<file path="src/rtl/ffc_pkg.sv">
package ffc_pkg;
  localparam int unsigned FIFO_DEPTH = 16;
  localparam int unsigned BYTE_W     = 8;
  localparam int unsigned THR_W      = $clog2(FIFO_DEPTH);
  localparam int unsigned NUM_EVT    = 3;

  typedef enum logic [1:0] {
    DIR_WR = 2'b00,
    DIR_RD = 2'b01,
    DIR_X2 = 2'b10,
    DIR_X3 = 2'b11
  } dir_e;

  typedef struct packed {
    logic             dual;
    logic             fsel;
    logic             en_smatch;
    logic             en_thr;
    logic             en_tdone;
    logic             en_terr;
    dir_e             dir;
    logic [THR_W-1:0] thr;
  } ctl_t;

  localparam int unsigned CTL_W = $bits(ctl_t);
endpackage

</file>
<file path="src/rtl/ffc_ctl_reg.sv">
module ffc_ctl_reg
  import ffc_pkg::*;
(
  input  logic clk,
  input  logic rst_n,
  input  logic we,
  input  logic busy,
  input  ctl_t wdata,
  output ctl_t ctl
);
  always_ff @(posedge clk) begin
    if (!rst_n) begin
      ctl <= '0;
    end else if (we) begin
      ctl.thr       <= wdata.thr;
      ctl.dir       <= wdata.dir;
      ctl.en_terr   <= wdata.en_terr;
      ctl.en_tdone  <= wdata.en_tdone;
      ctl.en_thr    <= wdata.en_thr;
      ctl.en_smatch <= wdata.en_smatch;
      if (!busy) begin
        ctl.fsel <= wdata.fsel;
        ctl.dual <= wdata.dual;
      end
    end
  end
endmodule

</file>
<file path="src/rtl/ffc_byte_fifo.sv">
module ffc_byte_fifo #(
  parameter int unsigned DW    = 8,
  parameter int unsigned DEPTH = 16,
  localparam int unsigned AW   = $clog2(DEPTH),
  localparam int unsigned CW   = AW + 1
) (
  input  logic          clk,
  input  logic          rst_n,
  input  logic          push,
  input  logic [DW-1:0] push_data,
  input  logic          pop,
  output logic [DW-1:0] pop_data,
  output logic [CW-1:0] level,
  output logic          full,
  output logic          empty
);
  logic [DW-1:0] mem [DEPTH];
  logic [AW-1:0] wptr, rptr;

  always_ff @(posedge clk) begin
    if (push) mem[wptr] <= push_data;
  end

  always_ff @(posedge clk) begin
    if (!rst_n) begin
      wptr  <= '0;
      rptr  <= '0;
      level <= '0;
    end else begin
      if (push) wptr <= wptr + AW'(1);
      if (pop)  rptr <= rptr + AW'(1);
      case ({push, pop})
        2'b10:   level <= level + CW'(1);
        2'b01:   level <= level - CW'(1);
        default: level <= level;
      endcase
    end
  end

  assign pop_data = mem[rptr];
  assign full     = (level == CW'(DEPTH));
  assign empty    = (level == '0);
endmodule

</file>
<file path="src/rtl/ffc_level_flag.sv">
module ffc_level_flag
  import ffc_pkg::*;
#(
  parameter int unsigned DEPTH = 16,
  parameter int unsigned TW    = 4,
  localparam int unsigned CW   = $clog2(DEPTH) + 1
) (
  input  logic [CW-1:0] level,
  input  dir_e          dir,
  input  logic [TW-1:0] thr,
  output logic          flag
);
  logic [CW-1:0] need, room;

  always_comb begin
    need = CW'(thr) + CW'(1);
    room = CW'(DEPTH) - level;
    case (dir)
      DIR_WR:  flag = (room >= need);
      DIR_RD:  flag = (level >= need);
      default: flag = 1'b0;
    endcase
  end
endmodule

</file>
<file path="src/rtl/ffc_irq_unit.sv">
module ffc_irq_unit #(
  parameter int unsigned NE = 3
) (
  input  logic          clk,
  input  logic          rst_n,
  input  logic [NE-1:0] ev,
  input  logic [NE-1:0] clr,
  input  logic [NE-1:0] en,
  input  logic          thr_flag,
  input  logic          thr_en,
  output logic          irq
);
  logic [NE-1:0] sticky;

  always_ff @(posedge clk) begin
    if (!rst_n) sticky <= '0;
    else        sticky <= (sticky & ~clr) | ev;
  end

  assign irq = (|(sticky & en)) | (thr_flag & thr_en);
endmodule

</file>
<file path="src/rtl/ffc_top.sv">
module ffc_top
  import ffc_pkg::*;
#(
  parameter int unsigned DW    = BYTE_W,
  parameter int unsigned DEPTH = FIFO_DEPTH,
  localparam int unsigned CW   = $clog2(DEPTH) + 1
) (
  input  logic                 clk,
  input  logic                 rst_n,
  input  logic                 busy,
  input  logic                 cfg_we,
  input  logic [CTL_W-1:0]     cfg_wdata,
  output logic [CTL_W-1:0]     cfg_q,
  input  logic                 h_in_valid,
  output logic                 h_in_ready,
  input  logic [DW-1:0]        h_in_data,
  output logic                 h_out_valid,
  input  logic                 h_out_ready,
  output logic [DW-1:0]        h_out_data,
  input  logic                 e_in_valid,
  output logic                 e_in_ready,
  input  logic [DW-1:0]        e_in_data,
  output logic                 e_out_valid,
  input  logic                 e_out_ready,
  output logic [DW-1:0]        e_out_data,
  input  logic                 ev_xfer_err,
  input  logic                 ev_xfer_done,
  input  logic                 ev_stat_match,
  input  logic [NUM_EVT-1:0]   ev_clr,
  output logic                 lvl_flag,
  output logic                 irq,
  output logic                 fifo_err,
  output logic [1:0]           flash_sel
);
  ctl_t          ctl;
  logic          is_wr, is_rd;
  logic          push_v, pop_r, push, pop, full, empty;
  logic [DW-1:0] push_d, pop_d;
  logic [CW-1:0] level;
  logic          err_q;

  ffc_ctl_reg u_ctl (
    .clk   (clk),
    .rst_n (rst_n),
    .we    (cfg_we),
    .busy  (busy),
    .wdata (ctl_t'(cfg_wdata)),
    .ctl   (ctl)
  );

  assign is_wr = (ctl.dir == DIR_WR);
  assign is_rd = (ctl.dir == DIR_RD);

  always_comb begin
    push_v = 1'b0;
    push_d = '0;
    pop_r  = 1'b0;
    if (is_wr) begin
      push_v = h_in_valid;
      push_d = h_in_data;
      pop_r  = e_out_ready;
    end else if (is_rd) begin
      push_v = e_in_valid;
      push_d = e_in_data;
      pop_r  = h_out_ready;
    end
  end

  assign push = push_v & ~full;
  assign pop  = pop_r & ~empty;

  ffc_byte_fifo #(.DW(DW), .DEPTH(DEPTH)) u_fifo (
    .clk       (clk),
    .rst_n     (rst_n),
    .push      (push),
    .push_data (push_d),
    .pop       (pop),
    .pop_data  (pop_d),
    .level     (level),
    .full      (full),
    .empty     (empty)
  );

  assign h_in_ready  = is_wr & ~full;
  assign e_in_ready  = is_rd & ~full;
  assign h_out_valid = is_rd & ~empty;
  assign e_out_valid = is_wr & ~empty;
  assign h_out_data  = pop_d;
  assign e_out_data  = pop_d;

  always_ff @(posedge clk) begin
    if (!rst_n) err_q <= 1'b0;
    else        err_q <= (push_v & full) | (pop_r & empty);
  end
  assign fifo_err = err_q;

  ffc_level_flag #(.DEPTH(DEPTH), .TW(THR_W)) u_flag (
    .level (level),
    .dir   (ctl.dir),
    .thr   (ctl.thr),
    .flag  (lvl_flag)
  );

  ffc_irq_unit #(.NE(NUM_EVT)) u_irq (
    .clk      (clk),
    .rst_n    (rst_n),
    .ev       ({ev_stat_match, ev_xfer_done, ev_xfer_err}),
    .clr      (ev_clr),
    .en       ({ctl.en_smatch, ctl.en_tdone, ctl.en_terr}),
    .thr_flag (lvl_flag),
    .thr_en   (ctl.en_thr),
    .irq      (irq)
  );

  assign flash_sel = ctl.dual ? 2'b11 : (ctl.fsel ? 2'b10 : 2'b01);
  assign cfg_q     = ctl;
endmodule

</file>
<file path="config.mk">
export PLATFORM = sky130hd
export DESIGN_NAME = ffc_top
export DESIGN_NICKNAME = d
export VERILOG_FILES = /design/src/rtl/ffc_pkg.sv /design/src/rtl/ffc_ctl_reg.sv /design/src/rtl/ffc_byte_fifo.sv /design/src/rtl/ffc_level_flag.sv /design/src/rtl/ffc_irq_unit.sv /design/src/rtl/ffc_top.sv
export SDC_FILE = /design/constraint.sdc
export NUM_CORES = 1
export LEC_CHECK = 0
export BUFFER_PORTS_ARGS = -buffer_cell sky130_fd_sc_hd__buf_2
export CAP_MARGIN = 20
export CORE_ASPECT_RATIO = 0.75
export CORE_MARGIN = 1.5
export CORE_UTILIZATION = 47
export CTS_BUF_LIST = sky130_fd_sc_hd__clkbuf_8 sky130_fd_sc_hd__clkbuf_16
export CTS_CLUSTER_SIZE = 28
export DETAILED_ROUTE_END_ITERATION = 10
export GPL_ROUTABILITY_DRIVEN = 0
export PLACE_DENSITY = 0.66
export SYNTH_ARGS = -nofsm -noshare
export SYNTH_HDL_FRONTEND = slang
export SYNTH_SLANG_ARGS = --single-unit
export TNS_END_PERCENT = 30
</file>
<file path="constraint.sdc">
create_clock -name clk -period 6.35 [get_ports clk]
set_clock_uncertainty 0.1 [all_clocks]
set_input_delay 0.3175 -clock clk [delete_from_list [all_inputs] [get_ports clk]]
set_output_delay 0.3175 -clock clk [all_outputs]
set_load 0.005 [all_outputs]
</file>
==> results of run 1 <==
per-stage QoR:
stage / worst slack [ns] / instance area [µm²] / power [mW]
after floorplan: 3.09 / 7000 / 1.74
after global placement: 2.87 / 7460 / 1.87
after detailed placement: 2.71 / 7460 / 1.89
after CTS: 2.68 / 8130 / 3.00
after global routing: 2.47 / 8170 / 3.11
final: 2.68 / 8170 / 2.97
repair_timing:
action                     in CTS  in global routing
hold endpoints to repair        3                  0
setup endpoints to repair       0                  0
hold buffers                    3                  0
metal layers:
layer | share of wire (%) | routed length [µm] | up-vias | global-route usage (%)
li1 | - | - | 1725 | -
met1 | 49 | 6630 | 1843 | 27.8
met2 | 44 | 5970 | 143 | 28.3
met3 | 6.7 | 906 | 7 | 4.13
met4 | 0.63 | 86 | 0 | 6.78
met5 | 0 | 0 | - | 0
cell usage in the layout, fill, tap and decap left out, types with 2 or more instances in the layout:
cell type      instances
bufinv_16              5
xor2_1                 6
dfxtp_2                2
buf_2                 78
edfxtp_1             128
mux2i_1               21
nand4_1                2
nand3_1                3
nor2b_1               19
clkinvlp_4             2
o21ai_0                6
inv_1                 13
nor3_1                 6
nand2b_1               2
dfxtp_1               31
a21oi_1                5
nor2_1                11
buf_4                  4
clkinv_4               2
clkinv_2               3
clkbuf_16             17
mux4_1                24
o21a_1                 3
nor3b_1                3
nand2_1                7
mux4_2                16
maj3_1                 2
xnor2_1                8
mux2_1                 2
and2_1                29
ha_1                  19
dlygate4sd3_1          3
final timing paths:
| kind | cells after the start | from | end | slack [ns] |
|---|---|---|---|---|
| max | 16 | u_fifo.level[0] | u_fifo.level[4] | 2.68 |
| min | 3 | cfg_wdata[1] | u_ctl.ctl[1] | 0.05 |
| max reg2reg | 16 | u_fifo.level[0] | u_fifo.level[4] | 2.68 |
| min reg2reg | 2 | u_ctl.ctl[9] | u_ctl.ctl[9] | 0.45 |
tightest hold or removal path, delay by kind of cell:
family / cells / cell delay [ns]
buf+inv: 1 / 0.07
mux: 1 / 0.05
simple gates: 1 / 0.09
logic make-up (layout without fill, tap and decap cells):
kind of cell    count (synthesis)  after routing  share of synthesized area, %
xor+xnor                       14             14                          1.75
compound gates                 21             21                          1.89
flops                         161            161                          64.3
mux                            63             63                          17.5
simple gates                   87             87                          7.18
buf+inv                        41            131                          3.38
fa+ha+maj                      22             22                          3.97
sequential cells by signal (all words and copies together) (netlist names), named ones only:
signal / cells
u_fifo.mem: 128
u_ctl.ctl: 12
u_fifo.level: 5
u_fifo.rptr: 4
u_fifo.wptr: 4
u_irq.sticky: 3
fifo_err: 1
power by group:
| group | internal, mW | switching (mW) |
|---|---|---|
| sequential | 1.20 | 0.0847 |
| combinational | 0.312 | 0.276 |
| clock | 0.695 | 0.406 |
| total | 2.21 | 0.767 |
cell type report:
cell class	instances	area [µm²]
inverters	13	48.8
well taps	200	250
fillers	1113	6330
repair buffers	86	464
clock inverters	15	215
flip-flops and latches	161	4510
clock buffers	17	425
multi-input cells	207	2260
==> metrics.yaml, run 1 <==
logic_synthesis:
  syn_nets: 471
  yosysSeqAreaShare_pct: 64.3
  yosys_most_used_dff: "edfxtp_1"
  synth.most_common_cell: "edfxtp_1"
  async_flop_share_pct: 0
  ys_top_cells_by_count: "edfxtp_1, dfxtp_1, and2_1"
  synth_top_area_cell: "edfxtp_1"
  synth_cell_types: 44
  synth_area_um2: 7000
  synth_top_area_share_pct: 54.9
  synth_edf_count: 128
  syn_inst: 409
  synthTopCellsByArea: "edfxtp_1, dfxtp_1, mux4_1, mux4_2, ha_1"
  yosys_warnings: 0
  syn_avg_cell_area_um2: 17.1
  postSynthRegisterBits: 161
sta:
  slew_headroom_pct: 30.2
  timing.hold.ws_ns: 0.0540
  grt_setup_unrepaired: "no"
  finalHoldViolCount: 0
  max_freq_mhz: 273
  report.final.setup_viol: 0
  worstMarginPinSlew_ns: 1.05
  setup_tns_ns: 0
  drv_slew: 0
  fin_crit_sh_pct: 57.7
  period_needed_ns: 3.67
detailed_routing:
  wl_mm: 13.6
  ant_nets: 0
  drtIter0Drc: 318
  via_per_inst: 5.32
  wl_per_cell_um: 19.4
  drc_errors: 0
  vias: 3718
  dr.pass1.iters: 4
worst_setup_path:
  crit_required_ns: 6.56
  critical_path.cell_chain: "inv_1 -> ha_1 -> nor3b_1 -> ha_1 -> nor2_1 -> and2_1 -> inv_2 -> ha_1 -> inv_1 -> fa_1 -> nor2b_1 -> o21ai_0 -> nand3_1 -> or3b_1 -> xnor2_1 -> and2_1"
  worstPathArrival_ns: 3.88
  slowest_stage: "fa_1"
  critPathBufInv: 3
  path_delay_family: "simple AND/OR/NAND/NOR gates"
  end_kind: "flop"
  cp-start-kind: "flop"
  critPathMaxStageDelay_ns: 0.41
  cp_max_fo: 8
  path_common_cell: "ha_1"
  critical_path_class: "reg -> reg"
cts:
  postCtsResizedCells: 0
  clkTransAtPathRegs_ns: 0.06
  clk_latency_ns: 0.42
  cts_tree: "yes"
  numCtsBuffers: 17
  clock-sinks: 161
  cts-root-buf: "clkbuf_16"
  post_cts_buffers: 0
  cts_htree_levels: 4
  clk_path_buf_depth: 2
hold_path:
  hold_class: "in -> reg"
cells_and_area:
  fin_util_pct: 56.3
  instances_no_fill: 699
  nets: 548
  drive_gt1_share_pct: 27.1
  area_growth_pct: 16.7
  diodes: 0
power:
  power.leakage_nw: 2.97
  worst_ir_drop_vdd_v: 0.000203
  p_per_area_nw_per_um2: 364
floorplanning:
  std_cell_rows: 38
  start_util_pct: 48.3
  boundaryPins: 79
  coreArea_um2: 14500
  dieArea_um2: 15600
  die_y_um: 109
  die_w_um: 144
grt:
  grt_first_pass_wirelength_mm: 21.0
  grt_max_degree: 33
  grt_pass1_vias: 3653
  grt.total_usage_pct: 19.0
  grt.overflow.total: 0
  antenna_found_initial: 1
placement:
  hpwl_mm: 8.92
  io_buffers: 78
  dpl.cell_count: 659
job:
  drv_cap: 0
outcome:
  outcome: "completed"
(Power assumes the default switching activity.)
==> run 2, diff against run 1 <==
--- a/config.mk
+++ b/config.mk
@@ -14,7 +14,7 @@
 export CTS_CLUSTER_SIZE = 28
 export DETAILED_ROUTE_END_ITERATION = 10
 export GPL_ROUTABILITY_DRIVEN = 0
-export PLACE_DENSITY = 0.66
+export PLACE_DENSITY = 0.69
 export SYNTH_ARGS = -nofsm -noshare
 export SYNTH_HDL_FRONTEND = slang
 export SYNTH_SLANG_ARGS = --single-unit
==> constraint.sdc (replaced) <==
create_clock -name clk -period 3.1 [get_ports clk]
set_clock_uncertainty 0.1 [all_clocks]
set_input_delay 0.155 -clock clk [delete_from_list [all_inputs] [get_ports clk]]
set_output_delay 0.155 -clock clk [all_outputs]
set_load 0.005 [all_outputs]
==> metrics.yaml, run 2 (same netlist as run 1, synthesis figures left out) <==
detailed_routing:
  vias: 3855  # +3.7%
  wl_mm: 14.1  # +4.1%
  ant_nets: 0  # unchanged
  dr.pass1.iters: 4  # unchanged
  wl_per_cell_um: 19.4  # -0.33%
  via_per_inst: 5.28  # -0.72%
  drc_errors: 0  # unchanged
  drtIter0Drc: 203  # -36%
cells_and_area:
  diodes: 0  # unchanged
  largest_reg_flops: 128  # unchanged
  final_cell_mix: "edfxtp_1, buf_2, dfxtp_1"
  nets: 579  # +5.7%
  layout_commonest_cell: "edfxtp_1"
  top_regs: "u_fifo.mem: 128 flops, u_ctl.ctl: 12 flops, u_fifo.level: 5 flops"
  fin_util_pct: 58.3  # +2.0 points
  largest_register: "u_fifo.mem"
  instances_no_fill: 730  # +4.4%
  drive_gt1_share_pct: 29.8  # +2.8 points
  area_growth_pct: 20.8
cts:
  cts_htree_levels: 4  # unchanged
  numCtsBuffers: 17  # unchanged
  clk_latency_ns: 0.43  # about the same
  clk_path_buf_depth: 2  # unchanged
  cts-root-buf: "clkbuf_16"
  clock-sinks: 161  # unchanged
  clkTransAtPathRegs_ns: 0.06  # about the same
  cts_tree: "yes"
job:
  drv_cap: 0  # unchanged
placement:
  dpl.cell_count: 671  # +1.8%
  hpwl_mm: 9.30  # +4.3%
  pre_cts_slack_ns: -0.0292  # -2.74 ns
  io_buffers: 78  # unchanged
hold_path:
  min_from: "e_in_data[7]"
  hold_class: "in -> reg"
grt:
  grt_pass1_vias: 3851  # +5.4%
  antenna_found_initial: 0  # -1
  grt_max_degree: 33  # unchanged
  grt.total_usage_pct: 19.2  # +0.22 points
  grt_first_pass_wirelength_mm: 21.3  # +1.5%
  grt.overflow.total: 0  # unchanged
floorplanning:
  die_y_um: 109  # unchanged
  boundaryPins: 79  # unchanged
  dieArea_um2: 15600  # unchanged
  start_util_pct: 48.3  # unchanged
  std_cell_rows: 38  # unchanged
  coreArea_um2: 14500  # unchanged
  die_w_um: 144  # unchanged
sta:
  drv_slew: 0  # unchanged
  fin_ws_ns: 0.133  # -2.55 ns
  finalHoldViolCount: 0  # unchanged
  period_needed_ns: 2.97
  timing.hold.ws_ns: 0.0858  # +0.0318 ns
  fin_crit_sh_pct: 95.7
  worstMarginPinSlew_ns: 1.03  # -0.0195 ns
  slew_headroom_pct: 31.2  # +1.0 points
  max_freq_mhz: 337
  report.final.setup_viol: 0  # unchanged
worst_setup_path:
  r2r_start: "u_fifo.level[0]"
  startpoint: "u_fifo.level[0]"
  worstPathArrival_ns: 2.71  # -1.17 ns
  cp-start-kind: "flop"
  cp_max_fo: 2  # -6
  crit_required_ns: 2.84  # -3.72 ns
  critical_path_class: "reg -> out"
  rrSetupSlack_ns: 0.15  # -2.53 ns
  end_kind: "primary output"
power:
  power.total_mw: 6.14  # +110%
  worst_ir_drop_vdd_v: 0.000417  # +110%
  p_per_area_nw_per_um2: 726  # +100%
  power.leakage_nw: 3.10  # +4.6%
outcome:
  outcome: "completed"
[run 2: path summary, 6_finish.rpt]
path,depth (start not counted),endpoint
max,11,irq
min,3,u_fifo.mem[8][7]
max reg2reg,14,u_fifo.level[4]
min reg2reg,2,u_ctl.ctl[7]
[run 2: worst max-delay path: stages (launching register included)]
cell      delay, ns
dfxtp_1        0.36
inv_2          0.06
ha_4           0.16
nor3b_4        0.15
ha_1           0.28
inv_1          0.04
ha_1           0.28
a211oi_1       0.20
o21ai_0        0.13
and3b_1        0.21
a221o_1        0.28
buf_2          0.13
[run 2: per-layer routing]
metal	routed length, µm	vias up	share of wire [%]	global-route usage [%]
li1	-	1787	-	-
met5	0	-	0	0
met1	6500	1917	46	26.3
met3	868	17	6.1	4.96
met4	235	0	1.7	6.71
met2	6540	134	46	30.1
[run 2: timing repair]
| action | CTS | global route |
|---|---|---|
| resized for setup | 1 | 6 |
| setup endpoints to repair | 1 | 2 |
| buffers inserted | 1 | 2 |
| hold endpoints to repair | 15 | 0 |
| hold buffers | 20 | 0 |
| pin swaps | 0 | 1 |
[run 2: area by class of cell]
| cell class | instances | area [µm²] |
|---|---|---|
| Inverter | 13 | 48.8 |
| Fill cell | 1076 | 6050 |
| Timing Repair Buffer | 117 | 733 |
| Clock buffer | 17 | 425 |
| Tap cell | 200 | 250 |
| Multi-Input combinational cell | 207 | 2310 |
| Sequential cell | 161 | 4510 |
| Clock inverter | 15 | 181 |
[run 2: power by group]
group	switching [mW]	total, mW	internal (mW)
Clock	0.873	2.15	1.28
Sequential	0.0872	2.54	2.45
Combinational	0.688	1.45	0.761
Total	1.65	6.14	4.49
[run 2: stage by stage]
step,TNS (ns),area (µm²)
final,0,8450
after global routing,-0.0242,8450
after CTS,0,8380
after detailed placement,-0.0292,7560
after global placement,0,7560
after floorplan,0,7020
==> run 3, diff against run 2 <==
--- a/config.mk
+++ b/config.mk
@@ -7,14 +7,16 @@
 export LEC_CHECK = 0
 export BUFFER_PORTS_ARGS = -buffer_cell sky130_fd_sc_hd__buf_2
 export CAP_MARGIN = 20
+export CELL_PAD_IN_SITES_DETAIL_PLACEMENT = 1
+export CELL_PAD_IN_SITES_GLOBAL_PLACEMENT = 1
 export CORE_ASPECT_RATIO = 0.75
 export CORE_MARGIN = 1.5
-export CORE_UTILIZATION = 47
+export CORE_UTILIZATION = 45
 export CTS_BUF_LIST = sky130_fd_sc_hd__clkbuf_8 sky130_fd_sc_hd__clkbuf_16
 export CTS_CLUSTER_SIZE = 28
 export DETAILED_ROUTE_END_ITERATION = 10
 export GPL_ROUTABILITY_DRIVEN = 0
-export PLACE_DENSITY = 0.69
+export PLACE_DENSITY_LB_ADDON = 0.1
 export SYNTH_ARGS = -nofsm -noshare
 export SYNTH_HDL_FRONTEND = slang
 export SYNTH_SLANG_ARGS = --single-unit
==> metrics.yaml, run 3 (same netlist as run 1, synthesis figures left out) <==
outcome:
  outcome: "finished, violations left"
  violations: "negative hold slack"
worst_setup_path:
  path_delay_family: "adder cells"
  crit_required_ns: 2.84  # about the same
  cp-start-kind: "flop"
  end_kind: "primary output"
  worstRegToRegCells: 16  # +2
  critPathBufInv: 3  # unchanged
  critPathMaxStageDelay_ns: 0.35  # about the same
  cp_max_fo: 2  # unchanged
  slowest_stage: "dfxtp_2"
  worstPathArrival_ns: 2.73  # +0.02 ns
  critical_path.cell_chain: "inv_2 -> ha_4 -> nor3b_4 -> ha_2 -> inv_1 -> ha_1 -> a211oi_2 -> o21ai_0 -> and3b_2 -> a221o_1 -> buf_2"
  r2r_start: "u_fifo.level[0]"
  regToRegEndpoint: "u_fifo.level[4]"
  critical_path_class: "reg -> out"
  rrSetupSlack_ns: 0.15  # about the same
detailed_routing:
  wl_mm: 15.6  # +11%
  via_per_inst: 5.24  # -0.86%
  ant_nets: 0  # unchanged
  wl_per_cell_um: 20.9  # +8.1%
  drc_errors: 0  # unchanged
  drtIter0Drc: 184  # -9.4%
  vias: 3911  # +1.5%
  dr.pass1.iters: 4  # unchanged
placement:
  pre_cts_slack_ns: -0.0333  # -0.00409 ns
  dpl.cell_count: 684  # +1.9%
  hpwl_mm: 10.4  # +12%
  io_buffers: 78  # unchanged
cts:
  clk_path_buf_depth: 2  # unchanged
  clk_latency_ns: 0.42  # about the same
  cts_htree_levels: 4  # unchanged
  cts-root-buf: "clkbuf_16"
  clkTransAtPathRegs_ns: 0.06  # about the same
  numCtsBuffers: 17  # unchanged
  cts_tree: "yes"
  clock-sinks: 161  # unchanged
sta:
  drv_slew: 0  # unchanged
  max_freq_mhz: 335  # -0.49%
  fin_ws_ns: 0.118  # -0.0147 ns
  period_needed_ns: 2.98  # +0.0147 ns
  worstMarginPinSlew_ns: 1.01  # -0.0168 ns
  fin_crit_sh_pct: 96.2  # +0.47 points
  slew_headroom_pct: 32.4  # +1.1 points
  finalHoldViolCount: 1  # +1
  grt_setup_unrepaired: "yes"
  timing.hold.ws_ns: -0.00182  # -0.0876 ns
  report.final.setup_viol: 0  # unchanged
  setup_tns_ns: 0  # unchanged
hold_path:
  min_from: "h_in_data[0]"
  hold_end: "u_fifo.mem[8][0]"
  hold_depth: 3  # unchanged
  hold_class: "in -> reg"
cells_and_area:
  instances_no_fill: 747  # +2.3%
  nets: 590  # +1.9%
  fillers: 1461  # +36%
  seq_area_um2: 4510  # about the same
  multi_input_area_um2: 2320  # +0.38%
  top_regs: "u_fifo.mem: 128 flops, u_ctl.ctl: 12 flops, u_fifo.level: 5 flops"
  fin_util_pct: 56.1  # -2.2 points
  largest_reg_flops: 128  # unchanged
  layout_commonest_cell: "edfxtp_1"
  final_cell_mix: "edfxtp_1, buf_2, dfxtp_1"
  area_growth_pct: 21.9
  drive_gt1_share_pct: 31.4  # +1.6 points
  largest_register: "u_fifo.mem"
power:
  p_seq_share_pct: 41.0  # -0.4 points
  clkPwrFrac_pct: 32.7  # -2.3 points
  combPwrFrac_pct: 26.3  # +2.7 points
  sw_frac_of_total_pct: 27.3  # +0.48 points
  worst_ir_drop_vdd_v: 0.000396  # -5.1%
  p_switching_mw: 1.68  # +1.9%
  power.leakage_nw: 3.14  # +1.1%
  p_int_mw: 4.47  # -0.53%
  p_per_area_nw_per_um2: 720  # -0.82%
floorplanning:
  std_cell_rows: 39  # +2.6%
  dieArea_um2: 16300  # +4.3%
  die_y_um: 111  # +2.1%
  coreArea_um2: 15200  # +5.0%
  die_w_um: 147  # +2.2%
  start_util_pct: 46.0  # -2.3 points
  boundaryPins: 79  # unchanged
grt:
  antenna_found_initial: 3  # +3
  grt_pass1_vias: 4185  # +8.7%
  grt.overflow.total: 0  # unchanged
  grt.total_usage_pct: 20.5  # +1.2 points
  grt_first_pass_wirelength_mm: 24.3  # +14%
  grt_max_degree: 33  # unchanged
job:
  drv_cap: 0  # unchanged
run 3: worst max path at each step:
stage	depth (start not counted)	slack, ns	from	end
6_report	11	0.12	u_fifo.level[1]	irq
5_1_grt	11	-0.007	u_fifo.level[0]	irq
4_1_cts	16	0.02	u_fifo.level[1]	u_fifo.level[4]
3_5_place_dp	16	-0.03	u_fifo.level[1]	u_fifo.level[4]
3_3_place_gp	16	0.08	u_fifo.level[1]	u_fifo.level[4]
2_1_floorplan	17	0.02	u_fifo.level[1]	u_fifo.level[4]
run 3: layer usage:
| metal | up-vias | track usage (%) | routed length (µm) |
|---|---|---|---|
| met5 | - | 0 | 7 |
| met4 | 2 | 5.60 | 158 |
| met3 | 16 | 5.76 | 708 |
| met2 | 78 | 30.8 | 7050 |
| met1 | 1996 | 29.4 | 7720 |
| li1 | 1819 | - | - |
run 3: worst reg2reg max path, stage by stage (launching register included):
cell and delay (ns):
dfxtp_2 0.33, inv_2 0.08, ha_4 0.14, nor3b_4 0.21
ha_2 0.21, nor2_1 0.04, and2_4 0.17, inv_4 0.06
ha_4 0.15, inv_2 0.06, fa_2 0.37, nor2b_1 0.12
o21ai_1 0.10, nand3_1 0.08, or3b_1 0.36, xnor2_1 0.12
and2_1 0.16
run 3: metrics by stage:
stage / hold WS, ns / cell area [µm²] / total power [mW]
4_1_cts: 0.102 / 8440 / 6.13
2_1_floorplan: 0.179 / 7020 / 3.58
5_1_grt: 0.0309 / 8530 / 6.43
3_5_place_dp: 0.271 / 7640 / 4.06
3_3_place_gp: 0.263 / 7640 / 4.00
6_report: -0.00182 / 8530 / 6.15
run 3: area by class of cell:
cell class	instances	area share [%]
clock inverter	15	1.69
sequential	161	52.8
inverter	13	0.601
tap	205	3.01
timing repair buffer	128	9.71
clock buffer	17	4.98
multi-input combinational	207	27.2
antenna	1	0.0293
run 3: power by group through the flow:
stage	clock [mW]	sequential [mW]	combinational, mW
after floorplan	0	2.55	1.03
after global placement	0	2.55	1.45
after detailed placement	0	2.56	1.50
after CTS	2.05	2.52	1.56
after global routing	2.12	2.53	1.77
final	2.01	2.52	1.62
run 3: what timing repair did:
action | in CTS | in global routing
pin swaps | 0 | 5
setup endpoints to repair | 1 | 2
gates resized for setup | 3 | 10
buffers inserted | 1 | 4
endpoints found under the hold margin | 15 | 0
hold buffers | 20 | 0
cloned | 0 | 0
